### config.mk
export PLATFORM = sky130hd
export DESIGN_NAME = gpio_bank
export DESIGN_NICKNAME = d
export VERILOG_FILES = /design/src/rtl/gpio_bank.sv
export SDC_FILE = /design/constraint.sdc
export NUM_CORES = 1
export LEC_CHECK = 0
export BUFFER_PORTS_ARGS = -buffer_cell sky130_fd_sc_hd__buf_2
export CAP_MARGIN = 25
export CORE_MARGIN = 3
export CORE_UTILIZATION = 35
export CTS_BUF_LIST = sky130_fd_sc_hd__clkbuf_4 sky130_fd_sc_hd__clkbuf_8 sky130_fd_sc_hd__clkbuf_16
export CTS_CLUSTER_DIAMETER = 40
export CTS_CLUSTER_SIZE = 24
export DETAILED_ROUTE_END_ITERATION = 16
export PLACE_DENSITY = 0.56
export SYNTH_ARGS = -nofsm -noshare
export SYNTH_HDL_FRONTEND = slang
export SYNTH_SLANG_ARGS = --single-unit
### constraint.sdc
create_clock -name clk -period 6.4 [get_ports clk]
set_input_delay 0 -clock clk [delete_from_list [all_inputs] [get_ports clk]]
set_output_delay 0 -clock clk [all_outputs]
set_load 0.02 [all_outputs]
### src/rtl/gpio_bank.sv
module gpio_bank #(
  parameter int NPINS  = 32,
  parameter int ADDR_W = 7
) (
  input  logic                clk,
  input  logic                rst_n,
  input  logic                wr_en,
  input  logic                rd_en,
  input  logic [ADDR_W-1:0]   addr,
  input  logic [31:0]         wdata,
  output logic [31:0]         rdata,
  input  logic [NPINS-1:0]    pad_in,
  output logic [NPINS-1:0]    pad_oe,
  output logic [NPINS-1:0]    pad_out,
  output logic [NPINS-1:0]    pull_en,
  output logic [NPINS-1:0]    pull_up,
  output logic [3*NPINS-1:0]  drive_code,
  output logic                irq
);
  localparam int W_IN   = 0;
  localparam int W_OUT  = 1;
  localparam int W_OE   = 2;
  localparam int W_TYPE = 3;
  localparam int W_DUAL = 4;
  localparam int W_POL  = 5;
  localparam int W_MASK = 6;
  localparam int W_RAW  = 7;
  localparam int W_MST  = 8;
  localparam int W_CLR  = 9;
  localparam int W_PDIR = 13;
  localparam int W_PEN  = 14;
  localparam int W_DRV  = 22;
  localparam int PLANES = 3;

  logic [NPINS-1:0] out_q, oe_q, typ_q, dual_q, pol_q, mask_q, raw_q, pdir_q, pen_q;
  logic [NPINS-1:0] drv_q [PLANES];
  logic [NPINS-1:0] s1, s2, s3;
  logic [NPINS-1:0] wd, rise, fall, lvl_hit, edg_hit, ev, clr;
  logic [31:0]      rd_val;

  assign wd   = wdata[NPINS-1:0];
  assign rise = s2 & ~s3;
  assign fall = ~s2 & s3;
  assign lvl_hit = typ_q & ((pol_q & s2) | (~pol_q & ~s2));
  assign edg_hit = ~typ_q & ((dual_q & (rise | fall)) |
                             (~dual_q & ((pol_q & rise) | (~pol_q & fall))));
  assign ev  = lvl_hit | edg_hit;
  assign clr = (wr_en && addr == ADDR_W'(W_CLR)) ? wd : '0;

  always_ff @(posedge clk) begin
    if (!rst_n) begin
      s1 <= '0; s2 <= '0; s3 <= '0;
    end else begin
      s1 <= pad_in; s2 <= s1; s3 <= s2;
    end
  end

  always_ff @(posedge clk) begin
    if (!rst_n) begin
      out_q <= '0; oe_q <= '0; typ_q <= '0; dual_q <= '0; pol_q <= '0;
      mask_q <= '0; pdir_q <= '0; pen_q <= '0;
      for (int k = 0; k < PLANES; k++) drv_q[k] <= '0;
    end else if (wr_en) begin
      if (addr == ADDR_W'(W_OUT))  out_q  <= wd;
      if (addr == ADDR_W'(W_OE))   oe_q   <= wd;
      if (addr == ADDR_W'(W_TYPE)) typ_q  <= wd;
      if (addr == ADDR_W'(W_DUAL)) dual_q <= wd;
      if (addr == ADDR_W'(W_POL))  pol_q  <= wd;
      if (addr == ADDR_W'(W_MASK)) mask_q <= wd;
      if (addr == ADDR_W'(W_PDIR)) pdir_q <= wd;
      if (addr == ADDR_W'(W_PEN))  pen_q  <= wd;
      for (int k = 0; k < PLANES; k++)
        if (addr == ADDR_W'(W_DRV + k)) drv_q[k] <= wd;
    end
  end

  always_ff @(posedge clk) begin
    if (!rst_n) raw_q <= '0;
    else        raw_q <= (raw_q & ~clr) | ev;
  end

  always_comb begin
    rd_val = '0;
    case (int'(addr))
      W_IN:     rd_val[NPINS-1:0] = s2;
      W_OUT:    rd_val[NPINS-1:0] = out_q;
      W_OE:     rd_val[NPINS-1:0] = oe_q;
      W_TYPE:   rd_val[NPINS-1:0] = typ_q;
      W_DUAL:   rd_val[NPINS-1:0] = dual_q;
      W_POL:    rd_val[NPINS-1:0] = pol_q;
      W_MASK:   rd_val[NPINS-1:0] = mask_q;
      W_RAW:    rd_val[NPINS-1:0] = raw_q;
      W_MST:    rd_val[NPINS-1:0] = raw_q & mask_q;
      W_PDIR:   rd_val[NPINS-1:0] = pdir_q;
      W_PEN:    rd_val[NPINS-1:0] = pen_q;
      W_DRV:    rd_val[NPINS-1:0] = drv_q[0];
      W_DRV+1:  rd_val[NPINS-1:0] = drv_q[1];
      W_DRV+2:  rd_val[NPINS-1:0] = drv_q[2];
      default:  rd_val = '0;
    endcase
  end

  always_ff @(posedge clk) begin
    if (!rst_n)     rdata <= '0;
    else if (rd_en) rdata <= rd_val;
  end

  assign pad_oe  = oe_q;
  assign pad_out = out_q;
  assign pull_en = pen_q;
  assign pull_up = pen_q & pdir_q;
  assign irq     = |(raw_q & mask_q);

  for (genvar n = 0; n < NPINS; n++) begin : g_drv
    assign drive_code[3*n +: 3] = {drv_q[2][n], drv_q[1][n], drv_q[0][n]};
  end

  assert_clear_effect_R8: assert property (@(posedge clk) disable iff (!rst_n)
    (wr_en && addr == ADDR_W'(W_CLR)) |=> ((raw_q & $past(wd) & ~$past(ev)) == '0));
  assert_event_sets_R4: assert property (@(posedge clk) disable iff (!rst_n)
    (|ev) |=> ((raw_q & $past(ev)) == $past(ev)));
  assert_no_spurious_R5: assert property (@(posedge clk) disable iff (!rst_n)
    1'b1 |=> ((raw_q & ~$past(raw_q) & ~$past(ev)) == '0));
  assert_irq_gated_R7: assert property (@(posedge clk) disable iff (!rst_n)
    (mask_q == '0) |-> !irq);
  assert_pen_write_R9: assert property (@(posedge clk) disable iff (!rst_n)
    (wr_en && addr == ADDR_W'(W_PEN)) |=> (pull_en == $past(wd)));
  assert_unmapped_zero_R11: assert property (@(posedge clk) disable iff (!rst_n)
    (rd_en && int'(addr) > W_DRV + 2) |=> (rdata == '0));
endmodule

==> results of run 1 <==
## worst reg2reg max path, cell delays in order, from the launching register on
cell and delay [ns]:
dfxtp_1 0.53, or3b_2 0.49, a211oi_1 0.46, nor4_1 0.13, o221a_2 0.16, nor3_1 0.17
## worst min-delay path by stage
stage | from | end | cells after the start
after CTS | pad_in[20] | s1[20]$_SDFF_PN0_ | 3
after global placement | pad_in[5] | s1[5]$_SDFF_PN0_ | 2
after floorplan | pad_in[0] | s1[0]$_SDFF_PN0_ | 1
final | pad_in[14] | s1[14]$_SDFF_PN0_ | 3
after detailed placement | pad_in[16] | s1[16]$_SDFF_PN0_ | 2
after global routing | pad_in[6] | s1[6]$_SDFF_PN0_ | 3
## power breakdown
| group | internal, mW | switching (mW) | total (mW) |
|---|---|---|---|
| combinational | 0.164 | 0.366 | 0.530 |
| clock | 3.09 | 1.84 | 4.93 |
| sequential | 3.36 | 0.0806 | 3.44 |
## metrics by stage
| stage | cell area [sq um] | instances | total power [mW] | util [%] | hold slack [ns] |
|---|---|---|---|---|---|
| after floorplan | 23500 | 2621 | 3.76 | - | 0.127 |
| after global placement | 25600 | 3634 | 3.98 | 38.8 | 0.219 |
| after detailed placement | 25700 | 3639 | 3.99 | 38.9 | 0.210 |
| after CTS | 29600 | 3874 | 8.95 | 44.7 | 0.0876 |
| after global routing | 29600 | 3875 | 9.14 | 44.8 | 0.114 |
| final | 29600 | 3876 | 8.90 | 44.8 | 0.120 |
## layout make-up
cell class	instances	area, sq um	area share (%)
Antenna cell	1	2.50	0.00846
Multi-Input combinational cell	1812	11100	37.5
Clock buffer	112	2510	8.50
Sequential cell	512	11200	37.9
Inverter	77	297	1.00
Tap cell	864	1080	3.65
Timing Repair Buffer	442	2740	9.25
Clock inverter	56	639	2.16
## cells by family (layout without fill, tap and decap cells)
logic type,after synthesis,after routing,synth area share (%)
and+or+nand+nor,924,924,18.9
AOI/OAI and AO/OA,735,735,20.9
DFF,512,512,47.7
buffers and inverters,297,687,5.36
adders and majority gates,64,64,3.41
muxes,57,57,2.51
xor gates and xnor gates,32,32,1.19
other,0,1,0
## cell usage in the layout, fill, tap and decap left out, drive strengths merged, types with 12 or more instances in the layout
master         n
o21ai         35
xnor2         32
a21bo         32
nor3          17
a31oi         18
buf          375
a221oi        41
clkinv        20
a32oi         30
nor2          74
nor2b         52
and2         132
clkbuf       112
mux2i         50
nand3        102
a22o          27
and3          25
nand2        474
a21oi        324
edfxtp        96
inv           98
ha            64
o22ai         29
a211oi        91
a21o          12
dfxtp        416
a22oi         40
dlygate4sd3   67
## repair_timing
action | CTS | global route
hold buffers | 67 | 0
resized for setup | 0 | 0
endpoints found under the hold margin | 426 | 0
## state kept, by name (all words and copies together), names as in the netlist
signal	cells
pad_out	32
s2	32
pdir_q	32
typ_q	32
s3	32
pol_q	32
drv_q	96
pull_en	32
rdata	32
mask_q	32
s1	32
dual_q	32
raw_q	32
pad_oe	32
## routing by layer
metal / global-route usage (%) / share of wire [%]
met1: 38.8 / 41
met2: 41.5 / 42
met3: 6.04 / 11
met4: 14.5 / 5.3
met5: 0 / 0.019
==> run_results.csv, run 1 <==
group,metric,value,unit
run_status,status,"finished, final reports clean",
setup_path,timing.rr.start,"s2[17]$_SDFF_PN0_",
setup_path,critical_path.top_delay_family,"buffers and inverters",
yosys,ys_seq_area_share,47.7,%
setup_path,crit_path_max_fanout,57,
clock_network,clk_path_buf_depth,3,
yosys,yosysUniqueCellTypes,79,
setup_path,worstPathArrival,3.29,ns
timing,period_minus_slack,2.84,ns
setup_path,end_kind,"register",
setup_path,start_kind,"primary input",
timing,worstMarginPinSlew,1.12,ns
setup_path,cp-startpoint,"addr[0]",
drt,wire_per_inst,26.4,microns
yosys,synth_commonest_cells,"474 x nand2_1, 416 x dfxtp_1, 324 x a21oi_1",
clock_network,clkSinkCount,512,
floorplanning,pin_count,332,
setup_path,crit_path_frequent_cell,"buf_4",
clock_network,cts_made_buffers,89,
pwr,power.leakage,10.9,nW
setup_path,r2r_cells,5,
global_route,track_usage,28.1,%
clock_network,cts_root_buf,"clkbuf_16",
drt,wl,102000,microns
global_route,grt_max_degree,229,
yosys,yosysMostFrequentCell,"nand2_1",
yosys,syn_area,23500,sq um
setup_path,cp_slowest_cell,"buf_4",
global_route,overflow,0,
timing,tns,0,ns
timing,worst_slack,3.56,ns
yosys,netlist_instances,2621,
yosys,synth_seq_cells,512,
drt,firstDrtPassIters,6,
place,pre_cts_slack,3.05,ns
floorplanning,fp-row-count,94,
timing,finalCritPeriodShare,44.3,%
drt,drt_iter0_markers,2926,
place,hpwl,70300,microns
drt,vias,22600,
drt,via_per_inst,5.83,
drt,drc_errors,0,
global_route,grt_pass1_vias,21400,
cells_and_area,finalNetCount,3073,
setup_path,crit_type,"primary input to register",
floorplanning,die_width,265,microns
floorplanning,die-area,70200,sq um
yosys,yosys.area.top_type_share,35.5,%
clock_network,cts_max_level,3,
timing,setup_viol,0,
yosys,synthFlopType,"dfxtp_1",
setup_path,slowest_delay,0.74,ns
worst_hold_path,hold_class,"primary input to register",
place,gp_congestion,0.964,
floorplanning,core-area,66100,sq um
run,max_cap_violations,0,
setup_path,path_buf_inv,3,
timing,fmax,352,MHz
yosys,synth_edf_count,96,
pwr,powerDensity,301,nW/um^2
drt,ant_nets,0,
timing,finalHoldViolations,0,
setup_path,r2r-end,"rdata[17]$_SDFFE_PN0P_",
yosys,synth_warnings,0,
setup_path,crit_chain,"buf_4, buf_4, or3_1, a41o_1, nand3_1, o21ai_2, buf_4, a221oi_1",
yosys,async_flop_share,0,%
floorplanning,dieHeight,265,microns
yosys,synth_area_leader_cell,"dfxtp_1",
setup_path,crit_path_end,"rdata[29]$_SDFFE_PN0P_",
global_route,grt_first_pass_wirelength,148000,microns
place,io_buffer_count,331,
setup_path,reg2reg_slack,4.38,ns
clock_network,post_cts_buffers,0,
yosys,synth_nets,2760,
yosys,synth.avg_cell_area,8.96,sq um
timing,maxSlewHeadroom,25.3,%
setup_path,cp_data_required_time,6.85,ns
cells_and_area,num-fill-cells,6413,
global_route,antenna_found_initial,4,
floorplanning,start_util,35.5,%
pwr,ir_worst_vdd,0.188,mV
timing,rsz0062_at_grt,"false",
cells_and_area,drive_above_1_share,20.8,%
setup_path,cp.depth,8,
timing,skew,0.0301,ns
clock_network,cts_tree,"done",
yosys,synth.area.top_cells,"dfxtp_1 35%, edfxtp_1 12%, nand2_1 7.6%, a21oi_1 6.9%, and2_1 3.5%",
clock_network,clock_latency,0.63,ns
clock_network,cts.clk_slew.worst_paths,0.05,ns
timing,drv_slew,0,
cells_and_area,syn_to_final_growth,26.0,%
Power figures use the tool's default switching activity.
==> run 2, diff against run 1 <==
Settings changed: ABC_AREA from default to 1, PLACE_DENSITY 0.56 to 0.58.
Clock period 6.4 ns to 2.43 ns, I/O delays scaled along.
==> run 2 against run 1 <==
Against the previous run:
- combinational power increased by 150%
- clock power increased to 2.7 times the previous value
- sequential power increased to 2.6 times the previous value
- first-iteration DRC count decreased by 21%
- die area increased by 1.4%
- wire length decreased by 13%
- setup slack got worse by 3.2 ns
- clock skew increased by 0.0090 ns
- via count increased by 3.0%
==> run_results.csv, run 2 <==
group,metric,value,unit
run_status,status,"finished, final reports clean",
clock_network,cts_resized,0,
setup_path,worstPathArrival,2.09,ns
floorplanning,die-area,71200,sq um
yosys,async_flop_share,0,%
clock_network,clk_path_buf_depth,3,
pwr,switching_share,24.6,%
yosys,synth_commonest_cells,"660 x nand2_1, 482 x inv_1, 459 x nand3_1",
pwr,power,23.8,mW
cells_and_area,largest_reg_flops,96,
clock_network,clock_latency,0.64,ns
setup_path,crit_path_max_fanout,3,
timing,finalCritPeriodShare,85.9,%
yosys,synth.area.top_cells,"dfxtp_1 35%, edfxtp_1 12%, nand2_1 10%, nand3_1 9.6%, inv_1 7.6%",
yosys,yosysUniqueCellTypes,26,
cells_and_area,mostFrequentLayoutCell,"nand2_1",
pwr,ir_worst_vdd,0.437,mV
global_route,track_usage,24.2,%
drt,ant_nets,0,
floorplanning,core-area,67300,sq um
drt,wl,88800,microns
yosys,syn_area,23800,sq um
yosys,netlist_instances,3248,
yosys,synth_seq_cells,512,
timing,setup_viol,0,
clock_network,cts_max_level,3,
global_route,grt_max_degree,146,
drt,drt_iter0_markers,2317,
cells_and_area,final_cell_mix,"657 x nand2_1, 481 x inv_1, 457 x nand3_1",
timing,worst_slack,0.344,ns
global_route,grt_pass1_vias,21400,
pwr,p_seq_share,37.8,%
yosys,ys_seq_area_share,47.1,%
timing,period_minus_slack,2.09,ns
setup_path,cp_data_required_time,2.43,ns
timing,finalHoldViolations,0,
cells_and_area,finalNetCount,3762,
cells_and_area,drive_above_1_share,16.3,%
setup_path,start_kind,"register",
timing,fmax,479,MHz
clock_network,cts_made_buffers,89,
timing,drv_slew,0,
yosys,yosys.area.top_type_share,35.0,%
run,max_cap_violations,0,
pwr,power.leakage,14.1,nW
setup_path,end_kind,"output port",
timing,maxSlewHeadroom,49.3,%
timing,rsz0062_at_grt,"false",
drt,via_per_inst,5.09,
yosys,synth.avg_cell_area,7.33,sq um
setup_path,crit_type,"register to output port",
drt,firstDrtPassIters,5,
clock_network,cts_root_buf,"clkbuf_16",
place,pre_cts_slack,0.478,ns
floorplanning,fp-row-count,95,
global_route,overflow,0,
global_route,antenna_found_initial,5,
pwr,clkPwrFrac,56.7,%
worst_hold_path,hold_class,"primary input to register",
clock_network,cts.clk_slew.worst_paths,0.07,ns
cells_and_area,syn_to_final_growth,29.1,%
yosys,synth_nets,3387,
place,hpwl,58000,microns
place,gp_congestion,0.850,
timing,skew,0.0391,ns
pwr,powerDensity,775,nW/um^2
drt,drc_errors,0,
floorplanning,dieHeight,267,microns
floorplanning,die_width,267,microns
floorplanning,pin_count,332,
timing,tns,0,ns
yosys,synth_edf_count,96,
cells_and_area,num-fill-cells,6787,
pwr,internal_power,18.0,mW
yosys,synthFlopType,"dfxtp_1",
clock_network,clkSinkCount,512,
pwr,switchingPower,5.86,mW
floorplanning,start_util,35.4,%
yosys,synth_warnings,0,
cells_and_area,regMostFlops,"drv_q",
pwr,pwr-share-comb,5.5,%
drt,wire_per_inst,19.4,microns
place,io_buffer_count,331,
timing,worstMarginPinSlew,0.760,ns
yosys,synth_area_leader_cell,"dfxtp_1",
clock_network,cts_tree,"done",
drt,vias,23300,
global_route,grt_first_pass_wirelength,132000,microns
clock_network,hold_buffers,80,
yosys,yosysMostFrequentCell,"nand2_1",
clock_network,post_cts_buffers,0,
cells_and_area,fin_util,45.7,%
## run 2: cell count changes after synthesis, sizes merged, moves of 41 or more
| cell | delta |
|---|---|
| nor2 | +71 |
| a221oi | -41 |
| inv | +414 |
| nor2b | -52 |
| o21ai | +289 |
| a211oi | -91 |
| and2 | -132 |
| nand3 | +362 |
| clkbuf | -43 |
| nand2 | +187 |
| mux2i | -50 |
## run 2: cell families (layout without fill, tap and decap cells)
logic type	count (synthesis)	count (layout)	share of synthesized area [%]
AO/OA/AOI/OAI	702	702	15.2
adder cells (fa/ha/maj)	64	64	3.36
buffers and inverters	688	1138	11.3
flip-flops	512	512	47.1
other	0	3	0
AND/OR/NAND/NOR	1282	1282	23.0
## run 2: area by class of cell
class / count / area, sq um / share of cell area [%]
clock inverter: 63 / 808 / 2.63
clock buffer: 103 / 2460 / 8.01
sequential: 512 / 11200 / 36.5
tap: 873 / 1090 / 3.55
multi-input combinational: 2048 / 10100 / 32.8
antenna: 3 / 7.51 / 0.0244
timing repair buffer: 482 / 3250 / 10.6
inverter: 490 / 1840 / 5.99
## run 2: path summary, 6_finish.rpt
path / to / startpoint / depth (start not counted) / slack (ns)
hold reg to reg: s2[31]$_SDFF_PN0_ / s1[31]$_SDFF_PN0_ / 2 / 0.40
setup / recovery: irq / raw_q[25]$_SDFF_PN0_ / 5 / 0.34
hold / removal: pdir_q[1]$_SDFFE_PN0P_ / addr[5] / 6 / 0.08
setup reg to reg: raw_q[15]$_SDFF_PN0_ / s2[15]$_SDFF_PN0_ / 5 / 1.05
## run 2: power groups by stage
stage,Sequential [mW],Combinational [mW],Clock [mW]
after floorplan,9.25,0.527,0
after global placement,9.17,1.20,0
after detailed placement,9.17,1.21,0
after CTS,8.99,1.31,13.7
after global routing,9.01,1.42,14.1
final,9.00,1.32,13.5
## run 2: critical path, cell delays in order, from the launching register on
cell and delay [ns]:
dfxtp_1 0.32, nand2_1 0.18, nand4_1 0.23, nor4_1 0.28, nand2_1 0.22, buf_2 0.23
## run 2: layer usage
metal | global-route usage, % | wire length (microns) | up-vias
met5 | 0 | 11 | -
li1 | - | - | 11400
met3 | 3.86 | 6440 | 143
met1 | 32.9 | 39400 | 10900
met2 | 39.1 | 40500 | 919
met4 | 8.61 | 2520 | 2
## run 2: per-stage QoR
stage,hold slack (ns),area [sq um],std cells
final,0.0760,30700,4574
after global placement,0.187,26700,4325
after global routing,0.105,30700,4573
after detailed placement,0.186,26700,4325
after CTS,0.0376,30700,4571
after floorplan,0.0976,23800,3248
